File: src/rtl/xbs_pkg.sv
`timescale 1ns/1ps
package xbs_pkg;

  typedef enum logic [2:0] {
    ST_IDLE,
    ST_SETUP,
    ST_HOLD,
    ST_STROBE,
    ST_DONE
  } xbsState_e;

  // Strobes from the control FSM to the datapath
  typedef struct packed {
    logic takeReq;     // latch request, snapshot fields, load setup count
    logic loadHold;    // reload counter with address stretch
    logic loadStrobe;  // reload counter with strobe stretch
    logic captureRd;   // sample the input bus into the read register
    logic countDown;   // decrement the phase counter
  } xbsCtl_t;

endpackage

File: src/rtl/xbs_datapath.sv
`timescale 1ns/1ps
module xbs_datapath
  import xbs_pkg::*;
#(
  parameter int ADDR_W = 16,
  parameter int DATA_W = 8,
  parameter int SFR_AW = 8,
  parameter logic [SFR_AW-1:0] SFR_ADDR = 8'h8F,
  parameter logic [DATA_W-1:0] RESET_VAL = 8'h23,
  parameter int ALE_W = 2,
  parameter int ALE_LSB = 4,
  parameter int RW_W = 3,
  parameter int RW_LSB = 0
) (
  input  logic              clk,
  input  logic              rstN,
  input  xbsCtl_t           ctl,
  input  logic [SFR_AW-1:0] sfrAddr,
  input  logic              sfrWe,
  input  logic [DATA_W-1:0] sfrWdata,
  output logic [DATA_W-1:0] sfrRdata,
  input  logic              reqWrite,
  input  logic [ADDR_W-1:0] reqAddr,
  input  logic [DATA_W-1:0] reqWdata,
  input  logic [DATA_W-1:0] busIn,
  output logic [ADDR_W-DATA_W-1:0] busAddrHi,
  output logic [DATA_W-1:0] addrLo,
  output logic [DATA_W-1:0] wrData,
  output logic [DATA_W-1:0] rdData,
  output logic              isWrite,
  output logic              cntZero
);

  localparam int CNT_W = (ALE_W > RW_W) ? ALE_W : RW_W;
  localparam int HI_W  = ADDR_W - DATA_W;

  // Control register fields
  logic [ALE_W-1:0] aleFld;
  logic [RW_W-1:0]  rwFld;
  logic             sfrHit;
  logic             unusedSfrBits;

  assign sfrHit = (sfrAddr == SFR_ADDR);
  assign unusedSfrBits = ^sfrWdata;

  always_ff @(posedge clk or negedge rstN) begin
    if (!rstN) begin
      aleFld <= RESET_VAL[ALE_LSB +: ALE_W];
      rwFld  <= RESET_VAL[RW_LSB +: RW_W];
    end else if (sfrWe && sfrHit) begin
      aleFld <= sfrWdata[ALE_LSB +: ALE_W];
      rwFld  <= sfrWdata[RW_LSB +: RW_W];
    end
  end

  always_comb begin
    sfrRdata = '0;
    if (sfrHit) begin
      sfrRdata[ALE_LSB +: ALE_W] = aleFld;
      sfrRdata[RW_LSB +: RW_W]   = rwFld;
    end
  end

  // Request capture and per-cycle snapshot of the stretch settings
  logic [ADDR_W-1:0] addrReg;
  logic [DATA_W-1:0] dataReg;
  logic              dirReg;
  logic [ALE_W-1:0]  aleSnap;
  logic [RW_W-1:0]   rwSnap;

  always_ff @(posedge clk or negedge rstN) begin
    if (!rstN) begin
      addrReg <= '0;
      dataReg <= '0;
      dirReg  <= 1'b0;
      aleSnap <= '0;
      rwSnap  <= '0;
    end else if (ctl.takeReq) begin
      addrReg <= reqAddr;
      dataReg <= reqWdata;
      dirReg  <= reqWrite;
      aleSnap <= aleFld;
      rwSnap  <= rwFld;
    end
  end

  // Phase counter
  logic [CNT_W-1:0] cnt;

  always_ff @(posedge clk or negedge rstN) begin
    if (!rstN) begin
      cnt <= '0;
    end else if (ctl.takeReq) begin
      cnt <= CNT_W'(aleFld);
    end else if (ctl.loadHold) begin
      cnt <= CNT_W'(aleSnap);
    end else if (ctl.loadStrobe) begin
      cnt <= CNT_W'(rwSnap);
    end else if (ctl.countDown) begin
      cnt <= cnt - CNT_W'(1);
    end
  end

  assign cntZero = (cnt == '0);

  // Read capture
  always_ff @(posedge clk or negedge rstN) begin
    if (!rstN) begin
      rdData <= '0;
    end else if (ctl.captureRd && !dirReg) begin
      rdData <= busIn;
    end
  end

  assign busAddrHi = addrReg[ADDR_W-1 -: HI_W];
  assign addrLo    = addrReg[DATA_W-1:0];
  assign wrData    = dataReg;
  assign isWrite   = dirReg;

endmodule

File: src/rtl/xbs_control.sv
`timescale 1ns/1ps
module xbs_control
  import xbs_pkg::*;
(
  input  logic    clk,
  input  logic    rstN,
  input  logic    reqValid,
  input  logic    isWrite,
  input  logic    cntZero,
  output xbsCtl_t ctl,
  output logic    ale,
  output logic    rdN,
  output logic    wrN,
  output logic    busOe,
  output logic    selData,
  output logic    reqReady,
  output logic    done
);

  xbsState_e state;
  xbsState_e stateNxt;

  always_ff @(posedge clk or negedge rstN) begin
    if (!rstN) state <= ST_IDLE;
    else       state <= stateNxt;
  end

  always_comb begin
    stateNxt = state;
    ctl      = '0;
    unique case (state)
      ST_IDLE: begin
        if (reqValid) begin
          ctl.takeReq = 1'b1;
          stateNxt    = ST_SETUP;
        end
      end
      ST_SETUP: begin
        if (cntZero) begin
          ctl.loadHold = 1'b1;
          stateNxt     = ST_HOLD;
        end else begin
          ctl.countDown = 1'b1;
        end
      end
      ST_HOLD: begin
        if (cntZero) begin
          ctl.loadStrobe = 1'b1;
          stateNxt       = ST_STROBE;
        end else begin
          ctl.countDown = 1'b1;
        end
      end
      ST_STROBE: begin
        if (cntZero) begin
          ctl.captureRd = 1'b1;
          stateNxt      = ST_DONE;
        end else begin
          ctl.countDown = 1'b1;
        end
      end
      ST_DONE: stateNxt = ST_IDLE;
      default: stateNxt = ST_IDLE;
    endcase
  end

  logic addrPhase;
  logic strobePhase;

  assign addrPhase   = (state == ST_SETUP) || (state == ST_HOLD);
  assign strobePhase = (state == ST_STROBE);
  assign ale         = (state == ST_SETUP);
  assign rdN         = !(strobePhase && !isWrite);
  assign wrN         = !(strobePhase && isWrite);
  assign busOe       = addrPhase || (strobePhase && isWrite);
  assign selData     = strobePhase;
  assign reqReady    = (state == ST_IDLE);
  assign done        = (state == ST_DONE);

endmodule

File: src/rtl/ext_bus_stretcher.sv
`timescale 1ns/1ps
module ext_bus_stretcher
  import xbs_pkg::*;
#(
  parameter int ADDR_W = 16,
  parameter int DATA_W = 8,
  parameter int SFR_AW = 8,
  parameter logic [SFR_AW-1:0] SFR_ADDR = 8'h8F,
  parameter logic [DATA_W-1:0] RESET_VAL = 8'h23,
  parameter int ALE_W = 2,
  parameter int ALE_LSB = 4,
  parameter int RW_W = 3,
  parameter int RW_LSB = 0
) (
  input  logic              clk,
  input  logic              rstN,
  input  logic [SFR_AW-1:0] sfrAddr,
  input  logic              sfrWe,
  input  logic [DATA_W-1:0] sfrWdata,
  output logic [DATA_W-1:0] sfrRdata,
  input  logic              reqValid,
  input  logic              reqWrite,
  input  logic [ADDR_W-1:0] reqAddr,
  input  logic [DATA_W-1:0] reqWdata,
  output logic              reqReady,
  output logic [DATA_W-1:0] rdData,
  output logic              done,
  output logic [ADDR_W-DATA_W-1:0] busAddrHi,
  output logic [DATA_W-1:0] busOut,
  output logic              busOe,
  input  logic [DATA_W-1:0] busIn,
  output logic              ale,
  output logic              rdN,
  output logic              wrN
);

  xbsCtl_t           ctl;
  logic              isWrite;
  logic              cntZero;
  logic              selData;
  logic [DATA_W-1:0] addrLo;
  logic [DATA_W-1:0] wrData;

  xbs_control u_ctrl (
    .clk      (clk),
    .rstN     (rstN),
    .reqValid (reqValid),
    .isWrite  (isWrite),
    .cntZero  (cntZero),
    .ctl      (ctl),
    .ale      (ale),
    .rdN      (rdN),
    .wrN      (wrN),
    .busOe    (busOe),
    .selData  (selData),
    .reqReady (reqReady),
    .done     (done)
  );

  xbs_datapath #(
    .ADDR_W    (ADDR_W),
    .DATA_W    (DATA_W),
    .SFR_AW    (SFR_AW),
    .SFR_ADDR  (SFR_ADDR),
    .RESET_VAL (RESET_VAL),
    .ALE_W     (ALE_W),
    .ALE_LSB   (ALE_LSB),
    .RW_W      (RW_W),
    .RW_LSB    (RW_LSB)
  ) u_dp (
    .clk       (clk),
    .rstN      (rstN),
    .ctl       (ctl),
    .sfrAddr   (sfrAddr),
    .sfrWe     (sfrWe),
    .sfrWdata  (sfrWdata),
    .sfrRdata  (sfrRdata),
    .reqWrite  (reqWrite),
    .reqAddr   (reqAddr),
    .reqWdata  (reqWdata),
    .busIn     (busIn),
    .busAddrHi (busAddrHi),
    .addrLo    (addrLo),
    .wrData    (wrData),
    .rdData    (rdData),
    .isWrite   (isWrite),
    .cntZero   (cntZero)
  );

  assign busOut = selData ? wrData : addrLo;

endmodule

File: config.mk
export PLATFORM = sky130hd
export DESIGN_NAME = ext_bus_stretcher
export DESIGN_NICKNAME = d
export VERILOG_FILES = /design/src/rtl/xbs_pkg.sv /design/src/rtl/xbs_datapath.sv /design/src/rtl/xbs_control.sv /design/src/rtl/ext_bus_stretcher.sv
export SDC_FILE = /design/constraint.sdc
export NUM_CORES = 1
export LEC_CHECK = 0
export ABC_CLOCK_PERIOD_IN_PS = 2900
export CORE_MARGIN = 3
export CORE_UTILIZATION = 40
export DETAILED_ROUTE_END_ITERATION = 12
export GPL_TIMING_DRIVEN = 1
export PLACE_DENSITY_LB_ADDON = 0.1
export SYNTH_ARGS = -nofsm -noshare
export SYNTH_HDL_FRONTEND = slang
export SYNTH_HIERARCHICAL = 1
export SYNTH_SLANG_ARGS = --single-unit
File: constraint.sdc
create_clock -name clk -period 2.9 [get_ports clk]
set_clock_uncertainty 0.05 [all_clocks]
set_input_delay 0.58 -clock clk [delete_from_list [all_inputs] [get_ports clk]]
set_output_delay 0.58 -clock clk [all_outputs]
set_load 0.05 [all_outputs]
==> flow_summary.ini, run 1 <==
[global_routing]
grt_remaining_overflow = 0
antenna_found_initial = 0
met2_usage_pct = 25.4
grt_util_met3_pct = 4.88
gr-usage-all-layers_pct = 15.1
busiest_layer = met2
grt_pass1_vias = 1673
grt_pass1_wl_mm = 7.87
grt_max_degree = 50
grt.met1_usage_pct = 18.8

[setup_path]
path_class = flip-flop to output port
cp.required_ns = 2.27
endpoint_kind = output port
slowest_delay_ns = 0.79
start_kind = flip-flop
cp_max_fo = 12
worstPathArrival_ns = 2.04
critical_path.slowest_cell = clkdlybuf4s50_1
worstPathCellList = and3b_2 -> nand2_1 -> clkdlybuf4s50_1

[layout]
utilization_pct = 61.0
fin_area_um2 = 3420
diodes = 0
fin_nets = 317
drive_above_1_share_pct = 33.8
synthToLayoutAreaGrowth_pct = 45.6
layout.cells.non_filler = 335

[drt]
firstDrtPassIters = 4
routed_wirelength_mm = 4.84
drcViolationCount = 0
vias = 1609
avgViaCountPerCell = 4.80
avgRoutedWirePerCell_um = 14.4
ant_nets = 0
drt_iter0_markers = 50

[logic_synthesis]
syn_area_per_cell_um2 = 13.3
synth.distinct_cells = 39
synth-seq-cells = 49
ys_top_cells_by_area = dfrtp_1 49%, mux2_2 17%, mux2_4 9.0%
yosysWarnings = 6
synth_top_area_share_pct = 49.0
synthCells = 176
synth_area_leader_cell = dfrtp_1
syn_area_um2 = 2350
ys_seq_area_share_pct = 52.4

[placed_design]
place_area_um2 = 3300
hpwl_mm = 3.66
place_ws_ns = 0.302
dp.cells = 327
io_buffers = 84
gp_congestion = 0.744

[clock_tree]
htreeDepth = 2
cts_tree = built
clk_pin_slew_ns = 0.09
cts_hold_buf = 0
clkSinkCount = 49
clk_latency_ns = 0.30
cts_setup_buffers = 0
clock_path_buffers = 2
numCtsBuffers = 5
cts_resized = 0
clock-root-buffer = clkbuf_8

[floorplanning]
start_util_pct = 41.9
dieArea_um2 = 6830
rows = 27
die_x_um = 82.6
core-area_um2 = 5610
die_h_um = 82.6
ios = 91

[sta]
drv_slew = 0
setup_tns_ns = 0
rsz0062_at_grt = false
finalSetupViolCount = 0
finalHoldViolCount = 0
tightestPinTransition_ns = 0.638
period_needed_ns = 2.67
fmax_mhz = 375
whs_ns = 0.310
fin_crit_sh_pct = 92.0
layout_setup_ws_ns = 0.232
relSlewSlack_pct = 57.3

[power_and_ir_drop]
p_per_area_nw_per_um2 = 1130
total_power_mw = 3.87
leakagePower_nw = 1.47
vdd_drop_max_v = 0.000636

[flow_run]
max-cap-violations = 0

[run_status]
outcome = finished, final reports clean

[hold_path]
hold_class = input port to asynchronous set/reset pin
## routing by layer
metal | routed length, um | share of wire [%]
met3 | 291 | 6.0
met5 | 0 | 0
met4 | 27 | 0.56
met1 | 2130 | 44
met2 | 2390 | 49
## layout by cell type (no fill, tap or decap), types with 3 or more instances in the layout
cell             Yosys  final
clkdlybuf4s50_1      0     70
dfrtp_1             46     46
mux2_2              36     36
mux2_4              14     14
buf_4                3     12
nand2_1              8      8
inv_1                8      8
buf_12               0      7
clkbuf_8             0      6
nor2_1               6      6
and2_1               5      5
nor3_1               4      4
nand3b_1             4      4
conb_1               1      3
dfstp_2              3      3
## area by class of cell
class                      count  area [um^2]
fill                         490         2190
sequential                    49         1230
multi-input combinational    108         1010
timing repair buffer          90          936
tap                           72         90.1
clock buffer                   6         82.6
clock inverter                 2         37.5
inverter                       8         30.0
## cell families (layout without fill, tap and decap cells)
kind of cell | Yosys count | count (layout) | share of synthesized area (%)
flip-flops | 49 | 49 | 52.4
other | 1 | 3 | 0.160
adder cells (fa/ha/maj) | 2 | 2 | 1.07
AO/OA/AOI/OAI | 15 | 15 | 4.90
AND/OR/NAND/NOR | 38 | 38 | 10.1
buffers and inverters | 21 | 106 | 5.17
multiplexers | 50 | 50 | 26.2
## path summary, 6_finish.rpt
| path | startpoint | cells past startpoint | to | slack [ns] |
|---|---|---|---|---|
| worst min register to register | u_dp/rdData[2] | 1 | u_dp/rdData[2] | 0.46 |
| worst min-delay path | rstN | 2 | u_dp/rdData[4] | 0.31 |
| worst max-delay path | u_ctrl/state[1] | 3 | wrN | 0.23 |
| max in group asynchronous | rstN | 2 | u_dp/rwSnap[1] | 2.06 |
| min in group clk | u_dp/rdData[2] | 1 | u_dp/rdData[2] | 0.46 |
| worst max register to register | u_dp/cnt[0] | 8 | u_dp/cnt[0] | 0.83 |
## worst max-delay path: cells and delay by family (launching register included)
kind,cells,cell delay [ns]
buffers and inverters,1,0.79
DFF,1,0.55
and+or+nand+nor,2,0.40
## sequential cells by signal (all words and copies together), names as in the netlist
register / count
u_ctrl/state: 3
u_dp/addrReg: 16
u_dp/aleFld: 2
u_dp/aleSnap: 2
u_dp/cnt: 3
u_dp/isWrite: 1
u_dp/rdData: 8
u_dp/rwFld: 3
u_dp/rwSnap: 3
u_dp/wrData: 8
## cells in the mapped netlist, drive strengths merged
cell type	instances
nand3b	4
nor4b	1
dfrtp	46
inv	8
o21ai	2
nor2	6
nor4	1
or2	1
nor3	4
clkbuf	4
and3b	1
o211ai	2
o21a	2
a21oi	2
a31oi	1
a21boi	1
a21bo	1
nor3b	2
nor2b	2
mux2	50
and2	5
buf	9
dfstp	3
a41oi	1
ha	2
o311ai	1
nand2b	1
nand2	8
or4	1
nand4b	1
o21bai	1
a32oi	1
conb	1
## power by group
part / switching (mW) / leakage (nW) / internal [mW]
clock network: 0.219 / 0.0574 / 0.280
registers: 0.199 / 0.598 / 0.968
logic: 1.26 / 0.817 / 0.947
Note: power is estimated with default switching activity, not from simulation.
==> run 2: changes to the inputs <==
--- a/config.mk
+++ b/config.mk
@@ -7,7 +7,7 @@
 export LEC_CHECK = 0
 export ABC_CLOCK_PERIOD_IN_PS = 2900
 export CORE_MARGIN = 3
-export CORE_UTILIZATION = 40
+export CORE_UTILIZATION = 28
 export DETAILED_ROUTE_END_ITERATION = 12
 export GPL_TIMING_DRIVEN = 1
 export PLACE_DENSITY_LB_ADDON = 0.1
==> run 2 against run 1 <==
  * Combinational power barely moved
  * Clock power fell by 15%
  * Sequential power barely moved
  * Routed wire length rose by 3.2%
  * Count of clock-buffer cells in the layout did not move
  * Critical path depth did not move
  * Cell count rose by 8.4%
  * Via count barely moved
  * First-iteration DRC count fell by 38%
  * Flip-flop and latch count did not move
  * Critical endpoint is now busOe
  * Largest power group unchanged
==> flow_summary.ini, run 2 (synthesized netlist as in run 1, its figures left out) <==
[clock_tree]
cts_setup_buffers = 0
numCtsBuffers = 5
clk_latency_ns = 0.29
cts_hold_buf = 0
htreeDepth = 2
clk_pin_slew_ns = 0.09
cts_tree = built
clock-root-buffer = clkbuf_8
cts_resized = 0
clock_path_buffers = 2
clkSinkCount = 49

[global_routing]
grt_remaining_overflow = 0
grt_pass1_vias = 1706
antenna_found_initial = 0
gr-usage-all-layers_pct = 10.7
grt_pass1_wl_mm = 8.30
grt_max_degree = 50

[power_and_ir_drop]
vdd_drop_max_v = 0.000520
leakagePower_nw = 1.46
p_per_area_nw_per_um2 = 1100

[layout]
fin_nets = 315
largest_reg_flops = 16
ff_latch_area_um2 = 1230
diodes = 0
multi_input_area_um2 = 1010
regMostFlops = u_dp/addrReg
drive_above_1_share_pct = 33.3
layout_common_cells = 70 x clkdlybuf4s50_1, 46 x dfrtp_1, 36 x mux2_2, 14 x mux2_4, 10 x buf_4
mostFrequentLayoutCell = clkdlybuf4s50_1
layout.cells.non_filler = 363
nFillCells = 765
synthToLayoutAreaGrowth_pct = 45.6

[drt]
avgViaCountPerCell = 4.44
routed_wirelength_mm = 4.99
ant_nets = 0
drcViolationCount = 0
avgRoutedWirePerCell_um = 13.8
vias = 1610
drt_iter0_markers = 31
firstDrtPassIters = 4

[sta]
rsz0062_at_grt = false
fmax_mhz = 371
relSlewSlack_pct = 60.6
fin_crit_sh_pct = 93.0
period_needed_ns = 2.70
setup_tns_ns = 0
drv_slew = 0
tightestPinTransition_ns = 0.587
finalHoldViolCount = 0
finalSetupViolCount = 0

[run_status]
outcome = finished, final reports clean

[setup_path]
start_kind = flip-flop
reg2reg_depth = 8
reg2reg_slack_ns = 0.81
worstPathCellList = o21bai_2 -> a31oi_1 -> clkdlybuf4s50_1
worstReg2RegStart = u_dp/cnt[0]
endpoint_kind = output port
reg2reg_to = u_dp/cnt[1]
path_class = flip-flop to output port
critical_path.slowest_cell = clkdlybuf4s50_1
cp_num_buf_inv = 1
critical-path-top-delay-family = buffers and inverters
cp_max_fo = 12
worstPathArrival_ns = 2.07
slowest_delay_ns = 0.82
cp.required_ns = 2.27

[placed_design]
dp.cells = 355
io_buffers = 84
gp_congestion = 0.675
hpwl_mm = 3.57

[floorplanning]
core-area_um2 = 7930
die_x_um = 97.6
start_util_pct = 29.6
rows = 32
dieArea_um2 = 9520
ios = 91
die_h_um = 97.6

[hold_path]
hold_class = input port to asynchronous set/reset pin

[flow_run]
max-cap-violations = 0
run 2: area by class of cell:
cell class | instances | area share [%]
flip-flops and latches | 49 | 36.0
well taps | 102 | 3.73
clock buffers | 6 | 2.42
repair buffers | 88 | 26.9
multi-input cells | 108 | 29.6
inverters | 8 | 0.878
clock inverters | 2 | 0.403
run 2: routing by layer:
metal | global-route usage [%] | routed length (um) | vias up
met3 | 4.59 | 426 | 4
met5 | 0 | 0 | -
met4 | 2.56 | 34 | 0
li1 | - | - | 775
met1 | 13.1 | 2180 | 780
met2 | 17.4 | 2350 | 51
run 2: power breakdown:
| part | total, mW | leakage [nW] | switching [mW] | internal [mW] |
|---|---|---|---|---|
| logic | 2.19 | 0.808 | 1.26 | 0.932 |
| clock network | 0.426 | 0.0512 | 0.232 | 0.194 |
| registers | 1.16 | 0.598 | 0.191 | 0.967 |
| total | 3.77 | 1.46 | 1.68 | 2.09 |
run 2: worst max path at each step:
stage | from | to | slack [ns] | cells after the start
global placement | sfrAddr[5] | sfrRdata[0] | 0.26 | 5
global route | u_ctrl/state[0] | busOe | 0.09 | 3
finish | u_ctrl/state[0] | busOe | 0.20 | 3
floorplan | u_ctrl/state[0] | done | 0.55 | 2
detailed placement | sfrAddr[5] | sfrRdata[5] | 0.25 | 5
CTS | u_ctrl/state[0] | busOe | 0.18 | 3
run 2: stage by stage:
step	util, %	cell area (um^2)	setup WS [ns]	hold slack [ns]	power [mW]
2_1_floorplan	-	2360	0.550	0.234	2.76
3_3_place_gp	41.9	3320	0.257	0.438	3.37
3_5_place_dp	41.9	3320	0.246	0.446	3.39
4_1_cts	43.1	3420	0.178	0.207	3.83
5_1_grt	43.1	3420	0.0894	0.211	4.01
6_report	43.1	3420	0.204	0.197	3.77
